--- src/rtl/irq_prio_pkg.sv ---
package irq_prio_pkg;

  // One-cycle strobes from control to the datapath
  typedef struct packed {
    logic clrAll;       // reset maps and registers to their idle values
    logic reqSet;       // set request bit of the accepted vector
    logic reqLevel;     // trigger bit value for the accepted vector
    logic reqClr;       // clear request bit of the acknowledged vector
    logic isrSet;       // set in-service bit of the acknowledged vector
    logic isrClrTop;    // retire the highest in-service bit
    logic tprFromReg;   // load task priority from register data
    logic tprFromCore;  // load task priority class from the core
    logic svrLoad;      // load spurious register
  } ctrlStrobe_t;

  // Register groups, taken from the top two address bits
  localparam logic [1:0] GRP_SCALAR = 2'd0;
  localparam logic [1:0] GRP_REQ    = 2'd1;
  localparam logic [1:0] GRP_ISR    = 2'd2;
  localparam logic [1:0] GRP_TRIG   = 2'd3;

  // Word numbers inside the scalar group
  localparam int SCL_TPR = 0;
  localparam int SCL_PPR = 1;
  localparam int SCL_SVR = 2;
  localparam int SCL_EOI = 3;

  localparam int CLASS_W = 4;

endpackage

--- src/rtl/irq_prio_find.sv ---
module irq_prio_find #(
  parameter int N     = 256,
  parameter int IDX_W = 8
) (
  input  logic [N-1:0]     bits,
  output logic [IDX_W-1:0] idx,
  output logic             any
);
  // Highest set bit wins: later iterations overwrite earlier ones
  always_comb begin
    idx = '0;
    any = 1'b0;
    for (int i = 0; i < N; i++) begin
      if (bits[i]) begin
        idx = IDX_W'(i);
        any = 1'b1;
      end
    end
  end
endmodule

--- src/rtl/irq_prio_dp.sv ---
module irq_prio_dp
  import irq_prio_pkg::*;
#(
  parameter int NUM_VEC = 256,
  parameter int WORD_W  = 32,
  parameter int VEC_W   = 8,
  parameter int WSEL_W  = 3,
  parameter int ADDR_W  = 5
) (
  input  logic              clk,
  input  logic              rst_n,
  input  ctrlStrobe_t       stb,
  input  logic [VEC_W-1:0]  acceptVec,
  input  logic [VEC_W-1:0]  ackVec,
  input  logic [VEC_W-1:0]  tprRegVal,
  input  logic [CLASS_W-1:0] tprNib,
  input  logic [VEC_W:0]    svrVal,
  input  logic [VEC_W-1:0]  pprIn,
  input  logic [ADDR_W-1:0] rdAddr,
  output logic [VEC_W-1:0]  irrTop,
  output logic              irrAny,
  output logic [VEC_W-1:0]  isrTop,
  output logic              isrAny,
  output logic [VEC_W-1:0]  tprQ,
  output logic [VEC_W:0]    svrQ,
  output logic [WORD_W-1:0] rdData
);
  localparam logic [VEC_W:0] SVR_INIT = {1'b0, {VEC_W{1'b1}}};

  logic [NUM_VEC-1:0] irrQ, isrQ, tmrQ;
  logic [NUM_VEC-1:0] irrNext, isrNext, tmrNext;

  irq_prio_find #(.N(NUM_VEC), .IDX_W(VEC_W)) u_findReq (
    .bits(irrQ), .idx(irrTop), .any(irrAny)
  );
  irq_prio_find #(.N(NUM_VEC), .IDX_W(VEC_W)) u_findIsr (
    .bits(isrQ), .idx(isrTop), .any(isrAny)
  );

  // Clear first, then set: a same-cycle set always survives
  always_comb begin
    irrNext = irrQ;
    tmrNext = tmrQ;
    isrNext = isrQ;
    if (stb.reqClr) irrNext[ackVec] = 1'b0;
    if (stb.reqSet) begin
      irrNext[acceptVec] = 1'b1;
      tmrNext[acceptVec] = stb.reqLevel;
    end
    if (stb.isrClrTop && isrAny) isrNext[isrTop] = 1'b0;
    if (stb.isrSet) isrNext[ackVec] = 1'b1;
  end

  always_ff @(posedge clk or negedge rst_n) begin
    if (!rst_n) begin
      irrQ <= '0;
      isrQ <= '0;
      tmrQ <= '0;
      tprQ <= '0;
      svrQ <= SVR_INIT;
    end else if (stb.clrAll) begin
      irrQ <= '0;
      isrQ <= '0;
      tmrQ <= '0;
      tprQ <= '0;
      svrQ <= SVR_INIT;
    end else begin
      irrQ <= irrNext;
      isrQ <= isrNext;
      tmrQ <= tmrNext;
      if (stb.tprFromCore)
        tprQ <= {tprNib, {(VEC_W-CLASS_W){1'b0}}};
      else if (stb.tprFromReg)
        tprQ <= tprRegVal;
      if (stb.svrLoad) svrQ <= svrVal;
    end
  end

  // Read mux
  logic [1:0]        rdGrp;
  logic [WSEL_W-1:0] rdWord;
  assign rdGrp  = rdAddr[ADDR_W-1 -: 2];
  assign rdWord = rdAddr[WSEL_W-1:0];

  always_comb begin
    rdData = '0;
    case (rdGrp)
      GRP_REQ:  rdData = irrQ[rdWord*WORD_W +: WORD_W];
      GRP_ISR:  rdData = isrQ[rdWord*WORD_W +: WORD_W];
      GRP_TRIG: rdData = tmrQ[rdWord*WORD_W +: WORD_W];
      default: begin
        if (rdWord == WSEL_W'(SCL_TPR))      rdData = WORD_W'(tprQ);
        else if (rdWord == WSEL_W'(SCL_PPR)) rdData = WORD_W'(pprIn);
        else if (rdWord == WSEL_W'(SCL_SVR)) rdData = WORD_W'(svrQ);
      end
    endcase
  end
endmodule

--- src/rtl/irq_prio_ctrl.sv ---
module irq_prio_ctrl
  import irq_prio_pkg::*;
#(
  parameter int VEC_W  = 8,
  parameter int WSEL_W = 3,
  parameter int ADDR_W = 5
) (
  input  logic              clk,
  input  logic              rst_n,
  input  logic              initReq,
  input  logic              regWrEn,
  input  logic [ADDR_W-1:0] regAddr,
  input  logic              tprSetEn,
  input  logic              acceptValid,
  input  logic              acceptLevel,
  input  logic              ackReq,
  input  logic [VEC_W-1:0]  irrTop,
  input  logic              irrAny,
  input  logic [VEC_W-1:0]  isrTop,
  input  logic              isrAny,
  input  logic [VEC_W-1:0]  tprQ,
  input  logic [VEC_W:0]    svrQ,
  output ctrlStrobe_t       stb,
  output logic [VEC_W-1:0]  pprOut,
  output logic              irqOut,
  output logic              ackValid,
  output logic [VEC_W-1:0]  ackVector
);
  logic [CLASS_W-1:0] tprClass, isrClass, irrClass, pprClass;
  logic               suppress, grant;
  logic [VEC_W-1:0]   respVec;
  logic               scalarWr;
  logic [WSEL_W-1:0]  wrWord;

  assign tprClass = tprQ[VEC_W-1 -: CLASS_W];
  assign isrClass = isrTop[VEC_W-1 -: CLASS_W];
  assign irrClass = irrTop[VEC_W-1 -: CLASS_W];

  // Processor priority
  always_comb begin
    if (!isrAny || tprClass >= isrClass) pprOut = tprQ;
    else pprOut = {isrClass, {(VEC_W-CLASS_W){1'b0}}};
  end
  assign pprClass = pprOut[VEC_W-1 -: CLASS_W];

  assign irqOut = svrQ[VEC_W] && irrAny &&
                  ((pprOut == '0) || (irrClass > pprClass));

  // Acknowledge decision
  assign suppress = (tprQ != '0) && (irrTop <= tprQ);
  assign grant    = irrAny && !suppress;
  assign respVec  = grant ? irrTop : svrQ[VEC_W-1:0];

  // Register write decode
  assign scalarWr = regWrEn && (regAddr[ADDR_W-1 -: 2] == GRP_SCALAR);
  assign wrWord   = regAddr[WSEL_W-1:0];

  always_comb begin
    stb             = '0;
    stb.clrAll      = initReq;
    stb.reqSet      = acceptValid;
    stb.reqLevel    = acceptLevel;
    stb.reqClr      = ackReq && irrAny;
    stb.isrSet      = ackReq && grant;
    stb.isrClrTop   = scalarWr && (wrWord == WSEL_W'(SCL_EOI));
    stb.tprFromReg  = scalarWr && (wrWord == WSEL_W'(SCL_TPR));
    stb.tprFromCore = tprSetEn;
    stb.svrLoad     = scalarWr && (wrWord == WSEL_W'(SCL_SVR));
  end

  always_ff @(posedge clk or negedge rst_n) begin
    if (!rst_n) begin
      ackValid  <= 1'b0;
      ackVector <= '0;
    end else begin
      ackValid  <= ackReq && !initReq;
      if (ackReq) ackVector <= respVec;
    end
  end
endmodule

--- src/rtl/irq_prio_unit.sv ---
module irq_prio_unit
  import irq_prio_pkg::*;
#(
  parameter int NUM_VEC = 256,
  parameter int WORD_W  = 32
) (
  input  logic                                   clk,
  input  logic                                   rst_n,
  input  logic                                   initReq,
  input  logic                                   regWrEn,
  input  logic [$clog2(NUM_VEC/WORD_W)+1:0]      regAddr,
  input  logic [WORD_W-1:0]                      regWrData,
  output logic [WORD_W-1:0]                      regRdData,
  input  logic                                   tprSetEn,
  input  logic [3:0]                             tprSetNibble,
  input  logic                                   acceptValid,
  input  logic [$clog2(NUM_VEC)-1:0]             acceptVector,
  input  logic                                   acceptLevel,
  input  logic                                   ackReq,
  output logic                                   ackValid,
  output logic [$clog2(NUM_VEC)-1:0]             ackVector,
  output logic                                   irqOut
);
  localparam int VEC_W     = $clog2(NUM_VEC);
  localparam int NUM_WORDS = NUM_VEC / WORD_W;
  localparam int WSEL_W    = $clog2(NUM_WORDS);
  localparam int ADDR_W    = WSEL_W + 2;

  ctrlStrobe_t      stb;
  logic [VEC_W-1:0] irrTop, isrTop, tprQ, pprOut;
  logic             irrAny, isrAny;
  logic [VEC_W:0]   svrQ;

  irq_prio_ctrl #(.VEC_W(VEC_W), .WSEL_W(WSEL_W), .ADDR_W(ADDR_W)) u_ctrl (
    .clk(clk), .rst_n(rst_n), .initReq(initReq),
    .regWrEn(regWrEn), .regAddr(regAddr), .tprSetEn(tprSetEn),
    .acceptValid(acceptValid), .acceptLevel(acceptLevel), .ackReq(ackReq),
    .irrTop(irrTop), .irrAny(irrAny), .isrTop(isrTop), .isrAny(isrAny),
    .tprQ(tprQ), .svrQ(svrQ), .stb(stb), .pprOut(pprOut), .irqOut(irqOut),
    .ackValid(ackValid), .ackVector(ackVector)
  );

  irq_prio_dp #(
    .NUM_VEC(NUM_VEC), .WORD_W(WORD_W), .VEC_W(VEC_W),
    .WSEL_W(WSEL_W), .ADDR_W(ADDR_W)
  ) u_dp (
    .clk(clk), .rst_n(rst_n), .stb(stb),
    .acceptVec(acceptVector), .ackVec(irrTop),
    .tprRegVal(regWrData[VEC_W-1:0]), .tprNib(tprSetNibble),
    .svrVal(regWrData[VEC_W:0]), .pprIn(pprOut), .rdAddr(regAddr),
    .irrTop(irrTop), .irrAny(irrAny), .isrTop(isrTop), .isrAny(isrAny),
    .tprQ(tprQ), .svrQ(svrQ), .rdData(regRdData)
  );
endmodule

--- config.mk ---
export PLATFORM = sky130hd
export DESIGN_NAME = irq_prio_unit
export DESIGN_NICKNAME = d
export VERILOG_FILES = /design/src/rtl/irq_prio_pkg.sv /design/src/rtl/irq_prio_find.sv /design/src/rtl/irq_prio_dp.sv /design/src/rtl/irq_prio_ctrl.sv /design/src/rtl/irq_prio_unit.sv
export SDC_FILE = /design/constraint.sdc
export NUM_CORES = 2
export LEC_CHECK = 0
export ABC_AREA = 1
export CAP_MARGIN = 20
export CELL_PAD_IN_SITES_DETAIL_PLACEMENT = 1
export CELL_PAD_IN_SITES_GLOBAL_PLACEMENT = 2
export CORE_MARGIN = 5
export CORE_UTILIZATION = 39
export CTS_CLUSTER_SIZE = 24
export DETAILED_ROUTE_END_ITERATION = 7
export PLACE_DENSITY = 0.91
export SETUP_SLACK_MARGIN = 0.15
export SLEW_MARGIN = 20
export SYNTH_ARGS = -nofsm -noshare
export SYNTH_HDL_FRONTEND = slang
export SYNTH_HIERARCHICAL = 1
export SYNTH_SLANG_ARGS = --single-unit
--- constraint.sdc ---
create_clock -name clk -period 25.2 [get_ports clk]
set_input_delay 5.04 -clock clk [delete_from_list [all_inputs] [get_ports clk]]
set_output_delay 5.04 -clock clk [all_outputs]
set_load 0.005 [all_outputs]
==> summary.md <==
| Metric | Value |
|---|---|
| Outcome | finished, final reports clean |
| Largest net degree at the start of global routing | 178 |
| Clock-pin slew on the worst setup and hold paths | 60 ps |
| GRT busiest layer | met2 |
| Final setup vio count | 0 |
| Pwr Density | 61.2 nW/um2 |
| Initial DRT Pass Iterations | 6 |
| Final Cell Area | 57500 um2 |
| Final min period | 22680 ps |
| Most numerous cell in the Yosys netlist | nand2_1 |
| Total Routed Length | 264000 um |
| Worst Tran Pin Value | 1290 ps |
| Fmax | 44.1 MHz |
| Max Cap Viol | 0 |
| GR Util met3 | 7.26% |
| Avg Cell Area, Syn | 6.53 um2 |
| CP max stage cell | buf_12 |
| CTS H-tree lvls | 3 |
| Skew final | 31.3 ps |
| Worst Setup EP | u_dp/isrQ[23] |
| Dpl cell area | 54000 um2 |
| CTS tree | yes |
| TritonCTS Buffers | 99 |
| Worst reg2reg path endpoint | u_dp/isrQ[23] |
| Top cells by area, synth | dfrtp_1 (38%), nand2_1 (15%), nand3_1 (11%) |
| Worst setup EP type | register |
| Crit path depth | 270 |
| Async set or reset register ratio after synthesis | 100% |
| Worst Path Required | 25850 ps |
| R2r worst-path depth | 270 |
| Die Wd | 375 um |
| # rows | 134 |
| Crit path kind | register to register |
| Worst setup path start | u_dp/irrQ[2] |
| Crit path top cell by count | nand2_1 |
| Yosys reg bits | 794 |
| Initial antenna violation count | 14 |
| Synth Flop Type | dfrtp_1 |
| Share of cells above drive strength 1 | 8.45% |
| Clock sink count | 794 |
| Root Driver | clkbuf_16 |
| Clk_lat worst skew | 750 ps |
| Hold path depth | 2 |
| Largest fanout on the critical path | 147 |
| RSZ-0062 raised after global routing | no |
| First-pass GRT wire length | 384000 um |
| Synth cell types | 49 |
| Worst slew margin | 13.2% |
| Max Root-Sink Buffers | 3 |
| Hold Vio Cnt, Final | 0 |
| Slowest stage delay, CP | 640 ps |
| WL per Instance | 27.5 um |
| Vias | 57800 |
| Leak pwr | 25.7 nW |
| Post-DP HPWL | 168000 um |
| Initial drt markers | 6530 |
| Area Growth Syn to Fin | 10.7% |
| Post-synth top cells | nand2_1 (2091), nand3_1 (1132), inv_1 (855) |
| Crit path DAT | 23330 ps |
| DRC | 0 |
| Post-synth EDFFs | 0 |
| Grt met1 use | 48.7% |
| Worst setup SP type | register |
| Synthesized Nets | 8028 |
| Layout Utilization | 43.2% |
| Die area | 141000 um2 |
| FILL cells | 17200 |
| Area share of the largest cell type after synthesis | 37.9% |
| Post-CTS sizing | 0 |
| CP Buf/Inv Count | 6 |
| Worst hold margin | 483 ps |
| Final setup TNS | 0 ps |
| Delay-heaviest family, CP | simple AND/OR/NAND/NOR gates |
| Postcts setup bufs | 0 |
| Max IR drop VDD | 0.0523 mV |
| Via/cell ratio | 6.03 |
| Cell taking the most area after synthesis | dfrtp_1 |
| DIE HEIGHT | 375 um |
| I/O Pins | 99 |
| Fin nets | 7810 |
| Global Route Usage Sum | 36.3% |
| Syn Inst Count | 7956 |
| Gpl congestion | 0.991 |
| Initial Utilization | 39.1% |
| Mapped Area | 51900 um2 |
| Worst Hold Class | register to register |
| R2R setup slack | 2520 ps |
| Sequential area share after synthesis | 38.3% |
| Grt ovf | 0 |
| GRT met2 Usage | 54.7% |
| YS warnings | 6 |
| CTS Hold Buffers Added | 0 |
| Reg-to-reg startpoint | u_dp/irrQ[2] |
| Post-route clock period utilization | 90.0% |
| Antenna viol nets, final | 0 |
| Slew Viols, Final | 0 |
| Total power | 0.00352 W |
| Buffers added on ports | 75 |
| Vias in the first global route | 56700 |
| Core Area | 133000 um2 |
-- area by class of cell --
type,instances,area (um2),area share [%]
Clock inverter,31,492,0.856
Clock buffer,150,2940,5.11
Antenna cell,4,10.0,0.0174
Inverter,952,4050,7.05
Tap cell,1768,2210,3.85
Multi-Input combinational cell,5697,26200,45.6
Timing Repair Buffer,194,1700,2.96
Sequential cell,794,19900,34.6
-- stage by stage --
step / setup slack, ps / cells
2_1_floorplan: 12330 / 7956
3_3_place_gp: 3950 / 9404
3_5_place_dp: 4020 / 9404
4_1_cts: 3900 / 9585
5_1_grt: 1120 / 9586
6_report: 2520 / 9590
-- power breakdown --
group	leakage [nW]	internal (W)	switching, W	total [W]
clock network	1.68	0.000907	0.000631	0.00154
logic	13.0	0.000141	0.000553	0.000694
registers	11.0	0.00128	0.00000583	0.00129
-- worst reg2reg max path, delay by kind of cell, from the launching register on --
family,cells,cell delay (ps)
AOI/OAI and AO/OA,3,410
adders and majority gates,1,190
buffers and inverters,6,1740
DFF,1,400
and+or+nand+nor,260,19860
-- routing by layer --
metal  routed length, um  vias to the layer above  part of all wire, %
met5                  26                        -               0.0098
met4               17200                        4                  6.5
met3               27300                      774                   10
met2              113000                     3165                   43
met1              106000                    28800                   40
li1                    -                    25000                    -
-- placed cells by master (no fill, tap or decap), types with 6 or more instances in the layout --
cell	synthesis	layout
clkdlybuf4s50_1	0	69
buf_4	11	115
nor4_1	18	16
o21ai_1	18	18
nand2_2	9	15
nor2_1	678	639
nand4_1	14	14
or2_2	201	201
inv_2	50	49
nand3_1	1132	1131
bufinv_16	0	10
inv_1	855	850
clkbuf_1	374	24
clkinv_1	12	12
nor2_4	2	28
nor2_2	5	18
clkbuf_8	0	28
dfrtp_1	786	786
bufinv_8	32	32
o211ai_1	6	6
nand3b_1	43	43
o21ai_0	534	534
nor3_1	28	28
ha_1	15	15
a31oi_1	10	10
clkbuf_16	0	99
dfstp_2	8	8
o31ai_1	22	22
o311ai_0	8	7
nand2_1	2091	2085
a21oi_1	821	821
o21bai_1	8	8
clkinv_2	0	14
-- cell families (layout without fill, tap and decap cells) --
| family | after synthesis | after routing | synth area share [%] |
|---|---|---|---|
| other | 0 | 4 | 0 |
| AO/OA/AOI/OAI | 1445 | 1445 | 14.3 |
| buffers and inverters | 1465 | 1327 | 11.8 |
| AND/OR/NAND/NOR | 4237 | 4237 | 35.2 |
| adder cells (fa/ha/maj) | 15 | 15 | 0.361 |
| flip-flops | 794 | 794 | 38.3 |
-- state kept, by name (all words and copies together) (netlist names) --
| register | cells |
|---|---|
| u_dp/irrQ | 256 |
| u_dp/isrQ | 256 |
| u_dp/tmrQ | 256 |
| u_dp/svrQ | 9 |
| u_ctrl/ackVector | 8 |
| u_dp/tprQ | 8 |
| u_ctrl/ackValid | 1 |
-- worst min path at each step --
stage	start	endpoint	slack, ps
floorplan	u_dp/svrQ[0]	u_dp/svrQ[0]	460
global placement	u_ctrl/ackVector[6]	u_ctrl/ackVector[6]	460
detailed placement	u_ctrl/ackVector[2]	u_ctrl/ackVector[2]	470
CTS	u_ctrl/ackVector[2]	u_ctrl/ackVector[2]	490
global route	u_dp/svrQ[1]	u_dp/svrQ[1]	500
finish	u_ctrl/ackVector[2]	u_ctrl/ackVector[2]	480
No activity file was read; power rests on OpenSTA's default activity.
